**config.mk**
```make
export PLATFORM = sky130hd
export DESIGN_NAME = slink_endpoint
export DESIGN_NICKNAME = d
export VERILOG_FILES = /design/src/rtl/slink_pkg.sv /design/src/rtl/slink_rx.sv /design/src/rtl/slink_rxbuf.sv /design/src/rtl/slink_tx.sv /design/src/rtl/slink_endpoint.sv
export SDC_FILE = /design/constraint.sdc
export NUM_CORES = 1
export LEC_CHECK = 0
export ABC_AREA = 1
export BUFFER_PORTS_ARGS = -buffer_cell sky130_fd_sc_hd__buf_4
export CORE_ASPECT_RATIO = 2
export CORE_MARGIN = 2
export CORE_UTILIZATION = 35
export DETAILED_ROUTE_END_ITERATION = 8
export PLACE_DENSITY = 0.53
export SYNTH_ARGS = -nofsm -noshare
export SYNTH_HDL_FRONTEND = slang
export SYNTH_SLANG_ARGS = --single-unit
```
**constraint.sdc**
```tcl
create_clock -name clk_i -period 1.9 [get_ports clk_i]
set_input_delay 0.38 -clock clk_i [delete_from_list [all_inputs] [get_ports clk_i]]
set_output_delay 0.38 -clock clk_i [all_outputs]
set_load 0.05 [all_outputs]
```
**src/rtl/slink_pkg.sv**
```systemverilog
package slink_pkg;
  localparam int unsigned BYTE_W  = 8;
  localparam int unsigned PKT_MAX = BYTE_W + 3;  // start, marker, byte, stop
  localparam int unsigned ACK_LEN = 2;

  typedef logic [PKT_MAX-1:0] pkt_t;

  typedef enum logic [1:0] {
    RX_IDLE,
    RX_MARK,
    RX_BODY
  } rx_state_e;

  // bit 0 leaves first
  localparam pkt_t ACK_PKT = pkt_t'(2'b01);

  function automatic pkt_t data_pkt(input logic [BYTE_W-1:0] b);
    return {1'b0, b, 2'b11};
  endfunction
endpackage

```
**src/rtl/slink_rx.sv**
```systemverilog
module slink_rx
  import slink_pkg::*;
#(
  parameter int unsigned BIT_CLKS    = 5,
  parameter int unsigned SYNC_STAGES = 2
) (
  input  logic              clk_i,
  input  logic              rst_ni,
  input  logic              fast_i,
  input  logic              line_i,
  output logic              mark_o,
  output logic              ack_seen_o,
  output logic              byte_done_o,
  output logic [BYTE_W-1:0] byte_o
);
  localparam int unsigned CW = $clog2(3 * BIT_CLKS + 1);

  logic [SYNC_STAGES:0] sync_q;
  logic                 rx_bit, rx_prev;
  logic [CW-1:0]        bit_len, cnt_q;
  logic [3:0]           bidx_q;
  logic [BYTE_W-1:0]    sh_q;
  rx_state_e            state_q;
  logic                 tick;

  assign rx_bit  = sync_q[SYNC_STAGES-1];
  assign rx_prev = sync_q[SYNC_STAGES];
  assign bit_len = fast_i ? CW'(BIT_CLKS) : CW'(2 * BIT_CLKS);
  assign tick    = (state_q != RX_IDLE) && (cnt_q == '0);

  always_ff @(posedge clk_i or negedge rst_ni) begin
    if (!rst_ni) sync_q <= '0;
    else         sync_q <= {sync_q[SYNC_STAGES-1:0], line_i};
  end

  always_ff @(posedge clk_i or negedge rst_ni) begin
    if (!rst_ni) begin
      state_q <= RX_IDLE;
      cnt_q   <= '0;
      bidx_q  <= '0;
      sh_q    <= '0;
    end else if (state_q == RX_IDLE) begin
      if (rx_bit && !rx_prev) begin
        state_q <= RX_MARK;
        // skip to the centre of the marker bit, minus synchronizer lag
        cnt_q   <= bit_len + (bit_len >> 1) - CW'(2);
      end
    end else if (tick) begin
      cnt_q <= bit_len - CW'(1);
      if (state_q == RX_MARK) begin
        bidx_q  <= '0;
        state_q <= rx_bit ? RX_BODY : RX_IDLE;
      end else begin
        bidx_q <= bidx_q + 4'd1;
        if (bidx_q < 4'(BYTE_W)) sh_q <= {rx_bit, sh_q[BYTE_W-1:1]};
        else                     state_q <= RX_IDLE;  // stop bit centre
      end
    end else begin
      cnt_q <= cnt_q - CW'(1);
    end
  end

  assign mark_o      = tick && (state_q == RX_MARK) && rx_bit;
  assign ack_seen_o  = tick && (state_q == RX_MARK) && !rx_bit;
  assign byte_done_o = tick && (state_q == RX_BODY) && (bidx_q == 4'(BYTE_W));
  assign byte_o      = sh_q;
endmodule

```
**src/rtl/slink_rxbuf.sv**
```systemverilog
module slink_rxbuf
  import slink_pkg::*;
(
  input  logic              clk_i,
  input  logic              rst_ni,
  input  logic              mark_i,
  input  logic              byte_done_i,
  input  logic [BYTE_W-1:0] byte_i,
  input  logic              ack_taken_i,
  input  logic              rx_ready_i,
  output logic              rx_valid_o,
  output logic [BYTE_W-1:0] rx_data_o,
  output logic              ack_req_o
);
  logic              owed_q, ack_q, stage_full_q;
  logic [BYTE_W-1:0] stage_q;

  always_ff @(posedge clk_i or negedge rst_ni) begin
    if (!rst_ni) begin
      owed_q       <= 1'b0;
      ack_q        <= 1'b0;
      stage_full_q <= 1'b0;
      stage_q      <= '0;
      rx_valid_o   <= 1'b0;
      rx_data_o    <= '0;
    end else begin
      if (ack_taken_i) ack_q <= 1'b0;
      // credit is granted only while the output buffer is empty
      if (owed_q && !rx_valid_o) begin
        owed_q <= 1'b0;
        ack_q  <= 1'b1;
      end
      if (mark_i) owed_q <= 1'b1;

      if (stage_full_q && !rx_valid_o) begin
        rx_valid_o   <= 1'b1;
        rx_data_o    <= stage_q;
        stage_full_q <= 1'b0;
      end else if (rx_valid_o && rx_ready_i) begin
        rx_valid_o <= 1'b0;
      end
      if (byte_done_i) begin
        stage_full_q <= 1'b1;
        stage_q      <= byte_i;
      end
    end
  end

  assign ack_req_o = ack_q;
endmodule

```
**src/rtl/slink_tx.sv**
```systemverilog
module slink_tx
  import slink_pkg::*;
#(
  parameter int unsigned BIT_CLKS = 5
) (
  input  logic              clk_i,
  input  logic              rst_ni,
  input  logic              fast_i,
  input  logic [BYTE_W-1:0] tx_data_i,
  input  logic              tx_valid_i,
  output logic              tx_ready_o,
  input  logic              ack_req_i,
  input  logic              ack_seen_i,
  output logic              ack_taken_o,
  output logic              line_o
);
  localparam int unsigned CW = $clog2(2 * BIT_CLKS + 1);

  logic              held_q, wait_q, busy_q;
  logic [BYTE_W-1:0] hold_q;
  pkt_t              sreg_q;
  logic [3:0]        left_q;
  logic [CW-1:0]     cnt_q, bit_len;
  logic              bit_end, last_bit, can_load, load_ack, load_data;

  assign bit_len   = fast_i ? CW'(BIT_CLKS) : CW'(2 * BIT_CLKS);
  assign bit_end   = busy_q && (cnt_q == '0);
  assign last_bit  = bit_end && (left_q == 4'd1);
  assign can_load  = !busy_q || last_bit;
  assign load_ack  = can_load && ack_req_i;
  assign load_data = can_load && !ack_req_i && held_q;

  assign tx_ready_o  = !held_q && !wait_q;
  assign ack_taken_o = load_ack;
  assign line_o      = busy_q & sreg_q[0];

  always_ff @(posedge clk_i or negedge rst_ni) begin
    if (!rst_ni) begin
      held_q <= 1'b0;
      hold_q <= '0;
      wait_q <= 1'b0;
    end else begin
      if (tx_valid_i && tx_ready_o) begin
        held_q <= 1'b1;
        hold_q <= tx_data_i;
      end
      if (ack_seen_i) wait_q <= 1'b0;
      if (load_data) begin
        held_q <= 1'b0;
        wait_q <= 1'b1;
      end
    end
  end

  always_ff @(posedge clk_i or negedge rst_ni) begin
    if (!rst_ni) begin
      busy_q <= 1'b0;
      sreg_q <= '0;
      left_q <= '0;
      cnt_q  <= '0;
    end else if (load_ack || load_data) begin
      busy_q <= 1'b1;
      sreg_q <= load_ack ? ACK_PKT : data_pkt(hold_q);
      left_q <= load_ack ? 4'(ACK_LEN) : 4'(PKT_MAX);
      cnt_q  <= bit_len - CW'(1);
    end else if (bit_end) begin
      if (last_bit) begin
        busy_q <= 1'b0;
      end else begin
        sreg_q <= sreg_q >> 1;
        left_q <= left_q - 4'd1;
        cnt_q  <= bit_len - CW'(1);
      end
    end else if (busy_q) begin
      cnt_q <= cnt_q - CW'(1);
    end
  end
endmodule

```
**src/rtl/slink_endpoint.sv**
```systemverilog
module slink_endpoint
  import slink_pkg::*;
#(
  parameter int unsigned BIT_CLKS    = 5,
  parameter int unsigned SYNC_STAGES = 2
) (
  input  logic              clk_i,
  input  logic              rst_ni,
  input  logic              fast_i,
  input  logic [BYTE_W-1:0] tx_data_i,
  input  logic              tx_valid_i,
  output logic              tx_ready_o,
  output logic [BYTE_W-1:0] rx_data_o,
  output logic              rx_valid_o,
  input  logic              rx_ready_i,
  input  logic              line_i,
  output logic              line_o
);
  logic              mark, ack_seen, byte_done, ack_req, ack_taken;
  logic [BYTE_W-1:0] rx_byte;

  slink_rx #(.BIT_CLKS(BIT_CLKS), .SYNC_STAGES(SYNC_STAGES)) u_rx (
    .clk_i       (clk_i),
    .rst_ni      (rst_ni),
    .fast_i      (fast_i),
    .line_i      (line_i),
    .mark_o      (mark),
    .ack_seen_o  (ack_seen),
    .byte_done_o (byte_done),
    .byte_o      (rx_byte)
  );

  slink_rxbuf u_buf (
    .clk_i       (clk_i),
    .rst_ni      (rst_ni),
    .mark_i      (mark),
    .byte_done_i (byte_done),
    .byte_i      (rx_byte),
    .ack_taken_i (ack_taken),
    .rx_ready_i  (rx_ready_i),
    .rx_valid_o  (rx_valid_o),
    .rx_data_o   (rx_data_o),
    .ack_req_o   (ack_req)
  );

  slink_tx #(.BIT_CLKS(BIT_CLKS)) u_tx (
    .clk_i       (clk_i),
    .rst_ni      (rst_ni),
    .fast_i      (fast_i),
    .tx_data_i   (tx_data_i),
    .tx_valid_i  (tx_valid_i),
    .tx_ready_o  (tx_ready_o),
    .ack_req_i   (ack_req),
    .ack_seen_i  (ack_seen),
    .ack_taken_o (ack_taken),
    .line_o      (line_o)
  );
endmodule


```
Yosys cells after proc, flatten, opt, wreduce, memory -nomap -nowiden
Cells that the tools add are included.
Widths: inputs -> output; s select.
{"block": "op_classes", "n_addsub": 7, "mux": 38, "n_reduce_logical": 46, "eq_ne": 8, "order_cmp": 1, "n_bitwise": 3}
{"op": "$mux 4", "count": 13}
{"op": "$mux 11", "count": 3}
{"op": "$reduce_bool 2->1", "count": 10}
{"op": "$logic_and 1x1->1", "count": 17}
{"op": "$sub 4x1->4 const B", "count": 4}
{"op": "$mux 1", "count": 15}
{"op": "$mux 2", "count": 6}
{"op": "$mux 10", "count": 1}
{"op": "$logic_not 4->1", "count": 2}
{"op": "$reduce_and 2->1", "count": 4}
{"op": "$logic_not 1->1", "count": 7}
{"op": "$add 4x1->4 const B", "count": 1}
{"op": "$add 4x3->4", "count": 1}
{"op": "$eq 4x1->1 const B", "count": 1}
{"op": "$eq 4x4->1 const B", "count": 1}
{"op": "$lt 4x4->1 const B", "count": 1}
{"op": "$ne 2x2->1 const B", "count": 2}
{"op": "$reduce_and 4->1", "count": 1}
{"op": "$sub 4x2->4 const B", "count": 1}
{"op": "$ne 3x1->1 const B", "count": 1}
{"op": "$ne 3x3->1 const B", "count": 1}
{"op": "$reduce_and 3->1", "count": 1}
{"op": "$reduce_bool 3->1", "count": 1}
{"op": "$eq 2x1->1 const B", "count": 1}
{"op": "other kinds (5)", "count": 7}
{"block": "word_totals", "inputBits": 14, "out_inout_bits": 11, "word_cells": 121, "register_bits": 71}

Longest topological paths before layout
Gate-level depths: netlist of run 1.
{"block": "logic_depth", "word_depth": 9, "mapped_depth": 12, "ltp_nobuf": 11}

By module
Synthesis of run 1 repeated with hierarchy kept, for this count alone.
{"block": "unflattened", "cells_unflattened": 375, "area_unflattened_um2": 3329.4}
{"mod": "slink_tx", "n_inst": 1, "seq_area_each_um2": 725.7, "cells_per_inst": 185, "area_per_inst_um2": 1505.2}
{"mod": "slink_rx", "n_inst": 1, "seq_area_each_um2": 525.5, "cells_per_inst": 109, "area_per_inst_um2": 1047.3}
{"mod": "slink_rxbuf", "n_inst": 1, "seq_area_each_um2": 500.5, "cells_per_inst": 81, "area_per_inst_um2": 777.0}

Worst setup path before layout of run 1
Ideal clock, no wire load.
{"block": "synth_path", "path_type": "register to register", "startpoint": "register u_tx.held_q", "endpoint": "register u_tx.hold_q[0]", "stages_incl_launch_ff": 4, "path_buffers": 0, "period_less_slack_ps": 1958, "arrival_ps": 1833, "required_ps": 1775, "setup_ps": 125, "setup_slack_ps": -58, "path_cell_list": "dfrtp_1 > nor2_1 > nand2_1 > mux2_2"}
{"block": "synth_via", "elab_chain_len": 3}
{"item": "from (decl)", "line": "slink_tx.sv:19", "source": "logic held_q, wait_q, busy_q;"}
{"item": "from (signal assigned)", "line": "slink_tx.sv:39", "source": "held_q <= 1'b0;"}
{"item": "from (signal assigned)", "line": "slink_tx.sv:44", "source": "held_q <= 1'b1;"}
{"item": "from (signal assigned)", "line": "slink_tx.sv:49", "source": "held_q <= 1'b0;"}
{"item": "$logic_not 1->1", "line": "slink_tx.sv:33", "source": "assign tx_ready_o = !held_q && !wait_q;"}
{"item": "$logic_and 1x1->1", "line": "slink_tx.sv:33"}
{"item": "net tx_ready_o", "line": "slink_endpoint.sv:12", "source": "output logic tx_ready_o,"}
{"item": "$logic_and 1x1->1", "line": "slink_tx.sv:43", "source": "if (tx_valid_i && tx_ready_o) begin"}
{"item": "to (signal assigned)", "line": "slink_tx.sv:45", "source": "hold_q <= tx_data_i;"}
{"item": "to (decl)", "line": "slink_tx.sv:20", "source": "logic [BYTE_W-1:0] hold_q;"}
The timed path passes the listed nets, and every way through them passes these cells.
A chain may end at the register's enable or synchronous reset.

Worst setup path in the final report of run 1
{"block": "layout_path", "startpoint": "register u_tx.cnt_q[0]", "endpoint": "register u_tx.sreg_q[9]"}
{"block": "layout_via", "elab_chain_len": 9, "word_cells_on_any_way": 13, "classes_between": "eq/ne: 1; mux: 2; reduce/logical: 10"}
{"item": "from (decl)", "line": "slink_tx.sv:23", "source": "logic [CW-1:0] cnt_q, bit_len;"}
{"item": "from (signal assigned)", "line": "slink_tx.sv:65", "source": "cnt_q <= bit_len - CW'(1);"}
{"item": "from (signal assigned)", "line": "slink_tx.sv:72", "source": "cnt_q <= bit_len - CW'(1);"}
{"item": "from (signal assigned)", "line": "slink_tx.sv:75", "source": "cnt_q <= cnt_q - CW'(1);"}
{"item": "$logic_not 4->1 *", "line": "slink_tx.sv:27", "source": "assign bit_end = busy_q && (cnt_q == '0);"}
{"item": "$logic_and 1x1->1 *", "line": "slink_tx.sv:27"}
{"item": "$logic_and 1x1->1", "line": "slink_tx.sv:28", "source": "assign last_bit = bit_end && (left_q == 4'd1);"}
{"item": "$logic_or 1x1->1", "line": "slink_tx.sv:29", "source": "assign can_load = !busy_q || last_bit;"}
{"item": "$logic_and 1x1->1 (2 in a row)", "line": "slink_tx.sv:31", "source": "assign load_data = can_load && !ack_req_i && held_q;"}
{"item": "$logic_or 1x1->1", "line": "slink_tx.sv:61", "source": "end else if (load_ack || load_data) begin"}
{"item": "$ne 2x2->1 (no source line) or $reduce_bool 2->1 (tied branches)"}
{"item": "$reduce_and 2->1 (no source line)"}
{"item": "to (signal assigned)", "line": "slink_tx.sv:63", "source": "sreg_q <= load_ack ? ACK_PKT : data_pkt(hold_q);"}
{"item": "to (signal assigned)", "line": "slink_tx.sv:70", "source": "sreg_q <= sreg_q >> 1;"}
{"item": "to (decl)", "line": "slink_tx.sv:21", "source": "pkt_t sreg_q;"}
Mark *: on every way between the ends. The rest lies on a longest branch, timed or not.

==> results list, run 1 <==
- Per report_power, the clock group accounts for 32.1% of the total.
* Critical Path Source: u_tx.cnt_q[0]$_DFFE_PN0P_
- Clock tree synthesis inserted a total of 9 buffers.
- In this run, synthesis produced a sequential element count of 70.
* Sw Pwr: 1800 uW
* Startpoint class of the critical path: flop
- Dividing the synthesized area by the synthesized cell count gives 9.18 um^2.
- Along the worst path, the maximum fanout reaches 9.
- Worst hold path type: input port to flop
- Critical path's largest stage delay: 390 ps
* CTS H-Tree Depth: 3
* DR vias: 2,384
* Iteration-0 DRC Markers: 94
- Max-cap violations in this run came to 0.
* Port Buf Inserts: 24
- Dividing the detail-routed via count by the number of cells gives 4.80.
- Combinational logic is responsible for 28.2% of the overall power.
- Worst slew margin: 63.5%
- For this run, the total global-route usage over all layers was measured as 14.5%.
* Final instance area: 3920 um^2
- Summed over all layers, the routed wires come to 6.48 mm.
- Routed WL per cell: 13.0 um
- Clock-pin slew was measured on the worst setup and hold paths at 60 ps.
* Maximum number of buffers from clock root to sink: 2
* Count of endpoints failing hold in the final timing report: 0
* Post-layout nets: 412
- Counting cells, the worst reg-to-reg path comes to 10.
- The first detailed-routing pass ran for 4 iterations.
- Count of nets left with antenna violations after detail routing: 0
- The cell count after synthesis came out at 353.
- The slowest stage of the critical path is the sky130_fd_sc_hd__dfrtp_1 cell.
* Proportion of layout cells with a drive suffix above 1: 19.5%
- Summing internal, switching and leakage power gives 5480 uW.
- Setup violations remaining at the end of the flow were counted as 0.
- In this run the horizontal extent of the chip is 72.0 um.
- The library cell used most frequently in the layout, excluding fill and tap cells, is sky130_fd_sc_hd__nand2_1.
* Placeable core region: 9010 um^2
- Across the routed clock network, the largest skew measured is 4.42 ps.
- Summed over all layers, the global routing overflow is 0.
- Routability-driven placement finished with a final weighted congestion of 0.834.
- The critical path is of the flop to flop type.
- The first global-routing pass estimated 11.2 mm of wire.
- From bottom edge to top edge, the die measures 140 um.
- Yosys mapped the design onto 29 distinct sky130hd cell types.
* Fin. max-slew vios: 0
* Lkg Pwr: 0.00197 uW
- Setup total negative slack: 0 ps
- After floorplanning, the core was divided into 49 placement rows.
* Growth of design area from synthesis to finish: 20.9%
* Switching fraction of total power: 32.8%
- Skew-Pair Late Insertion Delay: 340 ps
- The share of the Yosys chip area taken by registers is 54.1%.
- In the finished design, the share of the clock period the worst path needs comes to 90.7%.
- Once detailed placement completed, the half-perimeter wirelength came to 4.79 mm.
- Leading cell types in the layout, fill and taps excluded: 105 x sky130_fd_sc_hd__nand2_1, 70 x sky130_fd_sc_hd__dfrtp_1, 39 x sky130_fd_sc_hd__inv_1
- The die covers 10,100 um^2.
- In this run the power density over the cells is 1400 nW/um^2.
- Minimum clock period after layout: 1720 ps
- Clock tree root driver cell: sky130_fd_sc_hd__clkbuf_16
- Post-detailed-route DRC marker count: 0
* Clock tree from TritonCTS: yes
* Initial antenna violation count: 0
- DP Area: 3580 um^2
* Unrepaired setup endpoints after global routing: no
* Endpoint required time on the critical path: 2170 ps
- During synthesis, Yosys emitted a total of 0 warnings.
- Initial cell density of the core: 35.9%
* Largest net degree at the start of global routing: 34
- Crit path capture: u_tx.sreg_q[9]$_DFFE_PN0P_
- For this run, the top clock speed supported by timing is 580 MHz.
* Vias in the first global route: 2,472
* Arr. time, crit path: 1990 ps
* Share of total power in sequential cells: 39.7%
- Setup slack on the worst reg-to-reg path comes out at 180 ps.
* Ant. Diodes: 0
- The worst register-to-register path begins at u_tx.cnt_q[0]$_DFFE_PN0P_.
* Total nets after synthesis: 375
- Slew at the pin closest to its max-slew limit: 542 ps
* Top Ports: 25
* Filler cell count in the final layout: 891
* Worst ir drop on vdd: 0.713 mV
- Internal power comes to 3680 uW.
- The cell area that synthesis handed to floorplanning was 3240 um^2.
- Cell chain of the critical path: inv_1, ha_1, nand2_1, nor2_4, nand2_4, nand2_4, buf_4, nand2_1, nor2_1, o21bai_1
- The run finished with clean final reports.
- HP Start: line_i
- The worst setup path is captured at a flop.
- The endpoint identified for the worst register-to-register timing path is u_tx.sreg_q[9]$_DFFE_PN0P_.
* Total number of clock tree sinks: 70
[final cells by class]
| type | count | area [um^2] | share of cell area, % |
|---|---|---|---|
| Tap cell | 102 | 128 | 3.26 |
| Clock inverter | 6 | 86.3 | 2.20 |
| Sequential cell | 70 | 1750 | 44.7 |
| Clock buffer | 10 | 229 | 5.84 |
| Inverter | 41 | 154 | 3.93 |
| Timing Repair Buffer | 36 | 298 | 7.60 |
| Multi-Input combinational cell | 232 | 1270 | 32.4 |
[worst max-delay path, delay by kind of cell (launching register included)]
| kind | cells | cell delay, ps |
|---|---|---|
| DFF | 1 | 390 |
| buffers and inverters | 2 | 280 |
| AOI/OAI and AO/OA | 1 | 110 |
| and+or+nand+nor | 6 | 710 |
| adders and majority gates | 1 | 150 |
[registers in the layout (all words and copies together) (netlist names), 3 cells and up]
name	cells
u_buf.stage_q	8
u_rx.cnt_q	4
u_tx.sreg_q	10
u_tx.cnt_q	4
u_tx.hold_q	8
u_buf.rx_data_o	8
u_rx.bidx_q	4
u_tx.left_q	4
u_rx.sync_q	3
u_rx.byte_o	8
[metal layers]
layer	global-route usage, %	wire length, um	vias to the layer above
met5	0	0	-
met4	7.35	149	0
met3	3.96	173	10
met2	25.6	3570	24
met1	15.3	2580	1141
li1	-	-	1209
[cells by family (layout without fill, tap and decap cells)]
kind of cell / after synthesis / after routing / share of synthesized area, %
buffers and inverters: 51 / 93 / 6.76
AND/OR/NAND/NOR: 150 / 150 / 19.4
AO/OA/AOI/OAI: 60 / 60 / 12.3
adder cells (fa/ha/maj): 8 / 8 / 3.09
XOR/XNOR: 6 / 6 / 1.62
multiplexers: 8 / 8 / 2.78
flip-flops: 70 / 70 / 54.1
[worst min-delay path by stage]
stage | endpoint | slack [ps] | cells past startpoint
after floorplan | u_buf.ack_req_o$_DFFE_PN0P_ | 80 | 0
after global placement | u_rx.sync_q[0]$_DFF_PN0_ | 290 | 1
after detailed placement | u_rx.sync_q[0]$_DFF_PN0_ | 290 | 1
after CTS | u_rx.sync_q[0]$_DFF_PN0_ | 140 | 1
after global routing | u_rx.sync_q[0]$_DFF_PN0_ | 140 | 1
final | u_rx.sync_q[0]$_DFF_PN0_ | 150 | 1
[power by group through the flow]
stage               clock [uW]  sequential, uW  combinational (uW)
floorplan                    0            2110                1220
global placement             0            2200                1530
detailed placement           0            2200                1560
CTS                       1810            2180                1570
global route              1870            2220                1790
finish                    1760            2180                1550
[cells in the mapped netlist (all sizes together)]
library cell	count	area, um^2
nand4	2	12.5
nor2	20	87.6
xor2	3	26.3
o21ai	33	169
a22oi	1	7.51
mux2	8	90.1
nor3	1	5.00
xnor2	3	26.3
a21oi	6	30.0
o21a	1	7.51
inv	41	154
dfrtp	70	1750
nand2	108	428
buf	8	57.6
nand3	19	95.1
clkbuf	2	7.51
ha	8	100
o211ai	15	158
a31oi	1	6.26
o21bai	1	7.51
o22ai	2	12.5
[stage by stage]
| stage | setup WS [ps] | instances | hold slack, ps | utilization [%] |
|---|---|---|---|---|
| 3_5_place_dp | 104 | 479 | 295 | 39.8 |
| 4_1_cts | 94.3 | 496 | 136 | 43.4 |
| 5_1_grt | 30.4 | 497 | 143 | 43.5 |
| 6_report | 176 | 497 | 148 | 43.5 |
| 3_3_place_gp | 148 | 479 | 293 | 39.8 |
| 2_1_floorplan | 256 | 353 | 84.4 | - |
[timing repair]
item                       in CTS  in global routing
setup endpoints to repair       0                  1
hold buffers                    1                  0
hold endpoints to repair       20                  0
buffers inserted                0                  1
resized for setup               0                  0
No activity file was read; power rests on OpenSTA's default activity.
==> run 2, diff against run 1 <==
==> constraint.sdc (replaced) <==
create_clock -name clk_i -period 1.9 [get_ports clk_i]
set_input_delay 0.19 -clock clk_i [delete_from_list [all_inputs] [get_ports clk_i]]
set_output_delay 0.19 -clock clk_i [all_outputs]
set_load 0.05 [all_outputs]
==> run 2 against run 1 <==
Compared with the run above: first-iteration DRC count increased by 40%; highest routed layer unchanged; core utilization about the same; non-clock buffer count increased by 1; largest cell class unchanged; wire length increased by 3.6%; sequential share of layout area about the same.
==> results list, run 2 (synthesis results as in run 1) <==
* Worst hold path type: input port to flop
- Lkg Pwr: 0.00197 uW
- The congestion estimate from routability-driven global placement came to 0.823.
- STA classifies the critical path endpoint as a flop.
- The register with the most flip-flops in the layout has 10 of them.
- Die footprint: 10,100 um^2
- Count of nets left with antenna violations after detail routing: 0
* Die X: 72.0 um
- Critical Path Source: u_tx.cnt_q[0]$_DFFE_PN0P_
- Dividing the final minimum period by the clock period gives 92.3%.
* Unrepaired setup endpoints after global routing: no
* Comb power frac: 28.8%
- The floorplan step defined a core boundary enclosing 9010 um^2.
- For this design, the slowest cell found on the critical path is sky130_fd_sc_hd__dfrtp_1.
- The number of cells on the worst reg-to-reg path is 12.
- Startpoint class of the critical path: flop
* RR Endpoint: u_tx.cnt_q[3]$_DFFE_PN0P_
* Most numerous cell on the critical path: sky130_fd_sc_hd__nand2_1
* Vias in the first global route: 2,571
- For this design, the sink count on the clock tree is 70.
- Arr. time, crit path: 1980 ps
- Worst ir drop on vdd: 0.625 mV
- HP Start: rx_ready_i
* Setup total negative slack: 0 ps
- The worst register-to-register path has a setup slack of 150 ps.
* Worst Path Class, Setup: flop to flop
* Proportion of layout cells with a drive suffix above 1: 19.9%
- More flip-flops sit in one register than any other, and that register is u_tx.sreg_q.
* Fin. max-slew vios: 0
- Power spread over the standard cell area amounts to 1380 nW/um^2.
- In this run the tightest slew margin relative to its limit is 58.9%.
- In this run the count of I/O pins placed on the die edge is 25.
* Cell chain of the critical path: inv_1, ha_1, nand2_1, nor2_4, nand2_4, nand2_4, buf_4, nand2_1, nand2_1, nand2_1, nand2_1, nand2_1
* Growth of design area from synthesis to finish: 20.9%
* Clock skew: 5.30 ps
* Port Buf Inserts: 24
- Clock-pin slew was measured on the worst setup and hold paths at 60 ps.
- The clock tree synthesis step divided the H-tree into 3 levels.
- In this run switching power makes up 34.2% of total power.
- Routed WL per cell: 13.5 um
* Leading cell types in the layout, fill and taps excluded: 104 x sky130_fd_sc_hd__nand2_1, 70 x sky130_fd_sc_hd__dfrtp_1, 39 x sky130_fd_sc_hd__inv_1
* Sw Pwr: 1850 uW
- DR vias: 2,413
- For this run, design rule violations remaining after detail routing come to 0.
- Worst Hold End: u_buf.rx_valid_o$_DFFE_PN0P_
- Iteration-0 DRC Markers: 132
- In the routed layout, each cell is associated on average with a via count of 4.85.
- Global routing finished with a remaining overflow of 0.
- Total Routing Usage GR: 15.1%
* Min Hold Slack: 39.4 ps
* Count of endpoints failing hold in the final timing report: 0
- Clock tree synthesis selected as its root buffer the cell sky130_fd_sc_hd__clkbuf_16.
- Post-detailed-routing wire length: 6.71 mm
- The tool flagged a number of max-cap violations equal to 0.
- Maximum number of buffers from clock root to sink: 2
- The die is 140 um tall.
- The initial antenna violation count was 0.
* Most common cell after layout, fill and taps aside: sky130_fd_sc_hd__nand2_1
* Initial cell density of the core: 35.9%
- First-pass GRT wire length: 11.8 mm
* Pint: 3550 uW
- The share of total power dissipated in the clock network is 30.9%.
* Post-layout nets: 413
- The floorplan has 49 rows.
* Skew-Pair Late Insertion Delay: 330 ps
- For this run, the top clock speed supported by timing is 570 MHz.
* Ant. Diodes: 0
- Setup violations, final: 0
* Critical path's largest stage delay: 390 ps
* Maximum fanout along the worst path: 14
- Startpoint of the most critical register-to-register path: u_tx.cnt_q[0]$_DFFE_PN0P_
- Along the worst hold path, the cell count comes to 2.
- At the worst endpoint, the required time is 2120 ps.
* Clock tree from TritonCTS: yes
- Per report_power, the sequential group accounts for 40.4% of the total.
- Buffers inserted during clock tree synthesis total 9.
- Largest net degree at the start of global routing: 37
- Estimated wirelength of the detail-placed design: 4.99 mm
* Minimum clock period after layout: 1750 ps
* Outcome: completed
- Slew at the pin closest to its max-slew limit: 609 ps
- For this run, the detailed router's first-pass iteration total came to 4.
[run 2: changes by cell type in the layout (fill, tap and decap cells not counted)]
cell                            change
sky130_fd_sc_hd__clkinvlp_4         -1
sky130_fd_sc_hd__clkinv_4           +3
sky130_fd_sc_hd__nand2_2            +1
sky130_fd_sc_hd__clkbuf_1           -1
sky130_fd_sc_hd__bufinv_16          -1
sky130_fd_sc_hd__nand2_1            -1
sky130_fd_sc_hd__dlygate4sd3_1      +1
[run 2: worst max-delay path by stage]
stage / cells after the start / endpoint / slack (ps)
after CTS: 10 / u_tx.sreg_q[9]$_DFFE_PN0P_ / 110
after floorplan: 3 / u_tx.hold_q[0]$_DFFE_PN0P_ / 260
after global routing: 12 / u_tx.cnt_q[3]$_DFFE_PN0P_ / 2
after global placement: 10 / u_tx.sreg_q[9]$_DFFE_PN0P_ / 160
after detailed placement: 10 / u_tx.sreg_q[9]$_DFFE_PN0P_ / 130
final: 12 / u_tx.cnt_q[3]$_DFFE_PN0P_ / 150
[run 2: stage by stage]
stage / instances / instance area (um^2) / total power, uW / setup slack, ps / util (%)
4_1_cts: 498 / 3910 / 5470 / 107 / 43.4
6_report: 498 / 3920 / 5400 / 147 / 43.4
3_3_place_gp: 480 / 3590 / 3740 / 162 / 39.9
5_1_grt: 498 / 3920 / 5820 / 2.06 / 43.4
2_1_floorplan: 353 / 3240 / 3330 / 256 / -
3_5_place_dp: 480 / 3590 / 3770 / 133 / 39.9
[run 2: cell type report]
cell class	count	area, um^2
fill	900	5100
multi-input combinational	232	1270
timing repair buffer	37	308
tap	102	128
clock buffer	9	225
clock inverter	7	75.1
sequential	70	1750
inverter	41	154
[run 2: what timing repair did]
action | 4_1_cts | 5_1_grt
setup endpoints to repair | 0 | 5
setup buffers | 0 | 0
hold endpoints to repair | 35 | 0
resized for setup | 0 | 1
hold buffers | 2 | 0
[run 2: power by group through the flow]
stage | clock network (uW) | registers, uW | logic (uW)
floorplan | 0 | 2110 | 1220
global placement | 0 | 2200 | 1540
detailed placement | 0 | 2210 | 1570
CTS | 1710 | 2180 | 1580
global route | 1770 | 2230 | 1820
finish | 1670 | 2180 | 1550
[run 2: per-layer routing]
layer  global-route usage (%)  vias to the layer above  share of wire (%)
met5                        0                        -                  0
met4                     7.05                        0                2.4
met3                     3.02                       11                2.2
met2                     27.6                       25                 56
met1                     15.9                     1157                 39
li1                         -                     1220                  -
[run 2: worst max-delay path, delay by kind of cell, from the launching register on]
| family | cells | cell delay (ps) |
|---|---|---|
| flip-flops | 1 | 390 |
| buffers and inverters | 2 | 300 |
| AND/OR/NAND/NOR | 9 | 790 |
| adder cells (fa/ha/maj) | 1 | 160 |
==> run 3, diff against run 2 <==
- ABC_AREA: 1 -> 0
- CORE_MARGIN: 2 -> 4
==> run 3 against run 2 <==
Compared with the run above: the flow now finishes with violations (negative setup slack); sequential power grew 2%; critical path depth down 5; global-route usage fell by 0.41 points; clock skew rose by 1.3 ps; die area increased by 6.3%; register-to-register slack lost 190 ps; via count fell by 3.9%; worst setup slack got worse by 190 ps; sequential cell count is the same; worst hold slack got worse by 4.9 ps; first-iteration DRC count increased by 26%; cell area is 4.1% higher; highest routed layer unchanged.
==> results list, run 3 <==
* Skew-Pair Late Insertion Delay: 330 ps
- Walking the worst path, the cells encountered are inv_2, ha_4, nor3b_4, nand2_1, or4_4, clkbuf_16, mux2_4.
- For this run the aggregate overflow at the end of global routing stands at 0.
* Clock skew: 6.55 ps
- Post-detailed-route DRC marker count: 0
- Number of enable flip-flop cells after synthesis: 0
- Type of destination of the critical path: flop
* Count of endpoints failing hold in the final timing report: 0
- Sequential cells were found to cover 55.3% of the synthesized design area.
- After detailed routing, the total wire length is 7.10 mm.
- The initial antenna violation count was 0.
- At the pin with the least slew margin, the transition time is 561 ps.
- Dividing the detail-routed via count by the number of cells gives 5.33.
* Placeable core region: 8710 um^2
* Final GP Congestion: 0.817
- Arr. time, crit path: 2160 ps
- Number of placed cells counting well taps: 414
- Most frequent cell after synthesis: sky130_fd_sc_hd__dfrtp_1
* Total number of clock tree sinks: 70
- DR vias: 2,318
* Vias in the first global route: 2,368
- Dividing the detail-routed wire length by the instance count gives 16.3 um.
- Post-layout nets: 352
* Number of cells in the finished layout apart from fillers: 435
- The commonest cells after synthesis are 70 x sky130_fd_sc_hd__dfrtp_1, 23 x sky130_fd_sc_hd__mux2_2, 22 x sky130_fd_sc_hd__nand2_1.
- The critical path contains buffers and inverters numbering 2 combined.
- Ant. Diodes: 0
* Cell count of the worst reg-to-reg path: 7
- Growth of design area from synthesis to finish: 28.7%
* Die X: 75.2 um
* Fmax: 515 MHz
- Final cycle utilization of the critical path: 102%
- The flow ran to the end, but the final reports show violations.
* Iteration-0 DRC Markers: 166
- The worst setup path is launched from a flop.
- Buffers inserted during clock tree synthesis total 9.
- Synth Warn #: 0
- TritonCTS built the clock tree.
- Largest net degree at the start of global routing: 58
* Minimum clock period after layout: 1940 ps
- Unrepaired setup endpoints after global routing: yes
- The count of final max-slew check failures came to 0.
* Cell class contributing the biggest share of worst-path delay: simple AND/OR/NAND/NOR gates
- Counting flops and latches in the post-synthesis netlist gives 70.
* Slowest CP cell: sky130_fd_sc_hd__or4_4
* Async S/R FF share, synth: 100%
- The number of nets in the synthesized netlist is 298.
* Maximum fanout along the worst path: 4
* Violations in the final reports: negative setup slack
- Number of max-capacitance violations reported: 0
- 25 I/O pins were placed.
- In the post-route analysis, the smallest setup slack over all paths is -42.1 ps.
- Ranked by total cell area, the synthesized netlist is headed by sky130_fd_sc_hd__dfrtp_1 55%, sky130_fd_sc_hd__mux2_2 8.2%, sky130_fd_sc_hd__mux2_4 3.8%.
* Worst Path Class, Setup: flop to flop
- Initial cell density of the core: 36.4%
- The floorplan step defined a die boundary enclosing 10,700 um^2.
* Register clock-pin slew on the reported worst setup and hold paths: 60 ps
* Estimated wirelength of the detail-placed design: 5.06 mm
* Endpoint required time on the critical path: 2120 ps
- First-pass iteration count of the detailed router: 4
* Total area of multi-input combinational cells: 1370 um^2
- Most common cell after layout, fill and taps aside: sky130_fd_sc_hd__dfrtp_1
- The worst hold path passes through 2 cells.
- After synthesis, the mean cell area works out to 11.5 um^2.
- The sequential cells in the finished layout cover a total of 1750 um^2.
- Number of flip-flops under the largest register name: 10
- Worst ir drop on vdd: 0.901 mV
- Mapped cell area: 3170 um^2
* Count of nets left with antenna violations after detail routing: 0
* Lkg Pwr: 0.00192 uW
* Port Buf Inserts: 24
* Pre-CTS WS: -15.6 ps
- PD cells: 1340 nW/um^2
* Maximum number of buffers from clock root to sink: 2
- Area share of the largest cell type after synthesis: 55.3%
- Number of standard-cell rows in the floorplan: 48
* Cell count along the critical path: 7
* Total Routing Usage GR: 14.6%
- Setup violations, final: 8
- The H-tree generated during clock tree synthesis spans 3 levels.
- The synthesized design spends more area on one cell type than any other, namely sky130_fd_sc_hd__dfrtp_1.
* Worst slew margin: 62.2%
- First-pass GRT wire length: 11.8 mm
- Leading cell types in the layout, fill and taps excluded: 70 x sky130_fd_sc_hd__dfrtp_1, 52 x sky130_fd_sc_hd__buf_4, 23 x sky130_fd_sc_hd__mux2_2
* Number of cells produced by synthesis: 276
- Proportion of layout cells with a drive suffix above 1: 34.9%
- Clock tree root driver cell: sky130_fd_sc_hd__clkbuf_16
- Dominant register cell in the synthesized netlist: sky130_fd_sc_hd__dfrtp_1
- In this run the vertical extent of the chip is 142 um.
- Critical path's largest stage delay: 480 ps
- The register with the most flip-flops in the final layout is u_tx.sreg_q.
* Worst hold path type: input port to flop
- Synth unique cells: 49
* Filler cell count in the final layout: 799
==> run 3: area by class of cell <==
| type | instances | share of cell area, % |
|---|---|---|
| Sequential cell | 70 | 43.0 |
| Inverter | 15 | 1.38 |
| Timing Repair Buffer | 57 | 11.7 |
| Clock buffer | 9 | 5.53 |
| Clock inverter | 7 | 1.84 |
| Tap cell | 100 | 3.07 |
| Multi-Input combinational cell | 177 | 33.5 |
==> run 3: per-stage QoR <==
stage	total power, uW	setup TNS (ps)	util, %	hold WS (ps)	instance area [um^2]
6_report	5450	-287	46.8	34.5	4080
5_1_grt	5820	-728	46.8	42.6	4080
4_1_cts	5380	-20.2	45.6	26.1	3970
3_5_place_dp	3690	-93.2	41.8	58.0	3640
3_3_place_gp	3630	0	41.8	55.5	3640
2_1_floorplan	3100	0	-	-106	3170
==> run 3: worst paths after layout <==
path | startpoint | end | slack (ps)
max in group asynchronous | rst_ni | u_tx.sreg_q[3]$_DFFE_PN0P_ | 1090
worst max register to register | u_rx.cnt_q[0]$_DFFE_PN0P_ | u_buf.stage_q[0]$_DFFE_PN0P_ | -40
worst max-delay path | u_rx.cnt_q[0]$_DFFE_PN0P_ | u_buf.stage_q[0]$_DFFE_PN0P_ | -40
worst min register to register | u_rx.sync_q[0]$_DFF_PN0_ | u_rx.sync_q[1]$_DFF_PN0_ | 350
worst min-delay path | rx_ready_i | u_buf.rx_valid_o$_DFFE_PN0P_ | 30
min in group asynchronous | rst_ni | u_rx.bidx_q[2]$_DFFE_PN0P_ | 260
==> run 3: cell families (layout without fill, tap and decap cells) <==
kind of cell | after synthesis | in the layout | share of synthesized area (%)
adders and majority gates | 8 | 8 | 3.16
muxes | 31 | 31 | 12.0
DFF | 70 | 70 | 55.3
buffers and inverters | 29 | 88 | 3.60
AOI/OAI and AO/OA | 67 | 67 | 13.8
and+or+nand+nor | 71 | 71 | 12.1
==> run 3: metal layers <==
metal	global-route usage, %	vias up	share of wire (%)
li1	-	1107	-
met1	16.8	1152	36
met2	25.3	48	58
met3	4.10	11	3.7
met4	5.25	0	2.0
met5	0	-	0
==> run 3: what timing repair did <==
action / 4_1_cts / 5_1_grt
pin swaps: 0 / 4
gates resized for setup: 3 / 15
hold buffers: 2 / 0
endpoints found under the hold margin: 14 / 0
cloned: 0 / 1
setup buffers: 0 / 2
endpoints found under the setup margin: 11 / 25
==> run 3: power by group <==
| part | internal (uW) | switching [uW] |
|---|---|---|
| logic | 823 | 747 |
| clock network | 1020 | 642 |
| registers | 1890 | 337 |
==> run 3: worst reg2reg max path: cells and delay by family (launching register included) <==
| kind | cells | cell delay [ps] |
|---|---|---|
| flip-flops | 1 | 380 |
| multiplexers | 1 | 290 |
| AND/OR/NAND/NOR | 3 | 750 |
| buffers and inverters | 2 | 270 |
| adder cells (fa/ha/maj) | 1 | 140 |
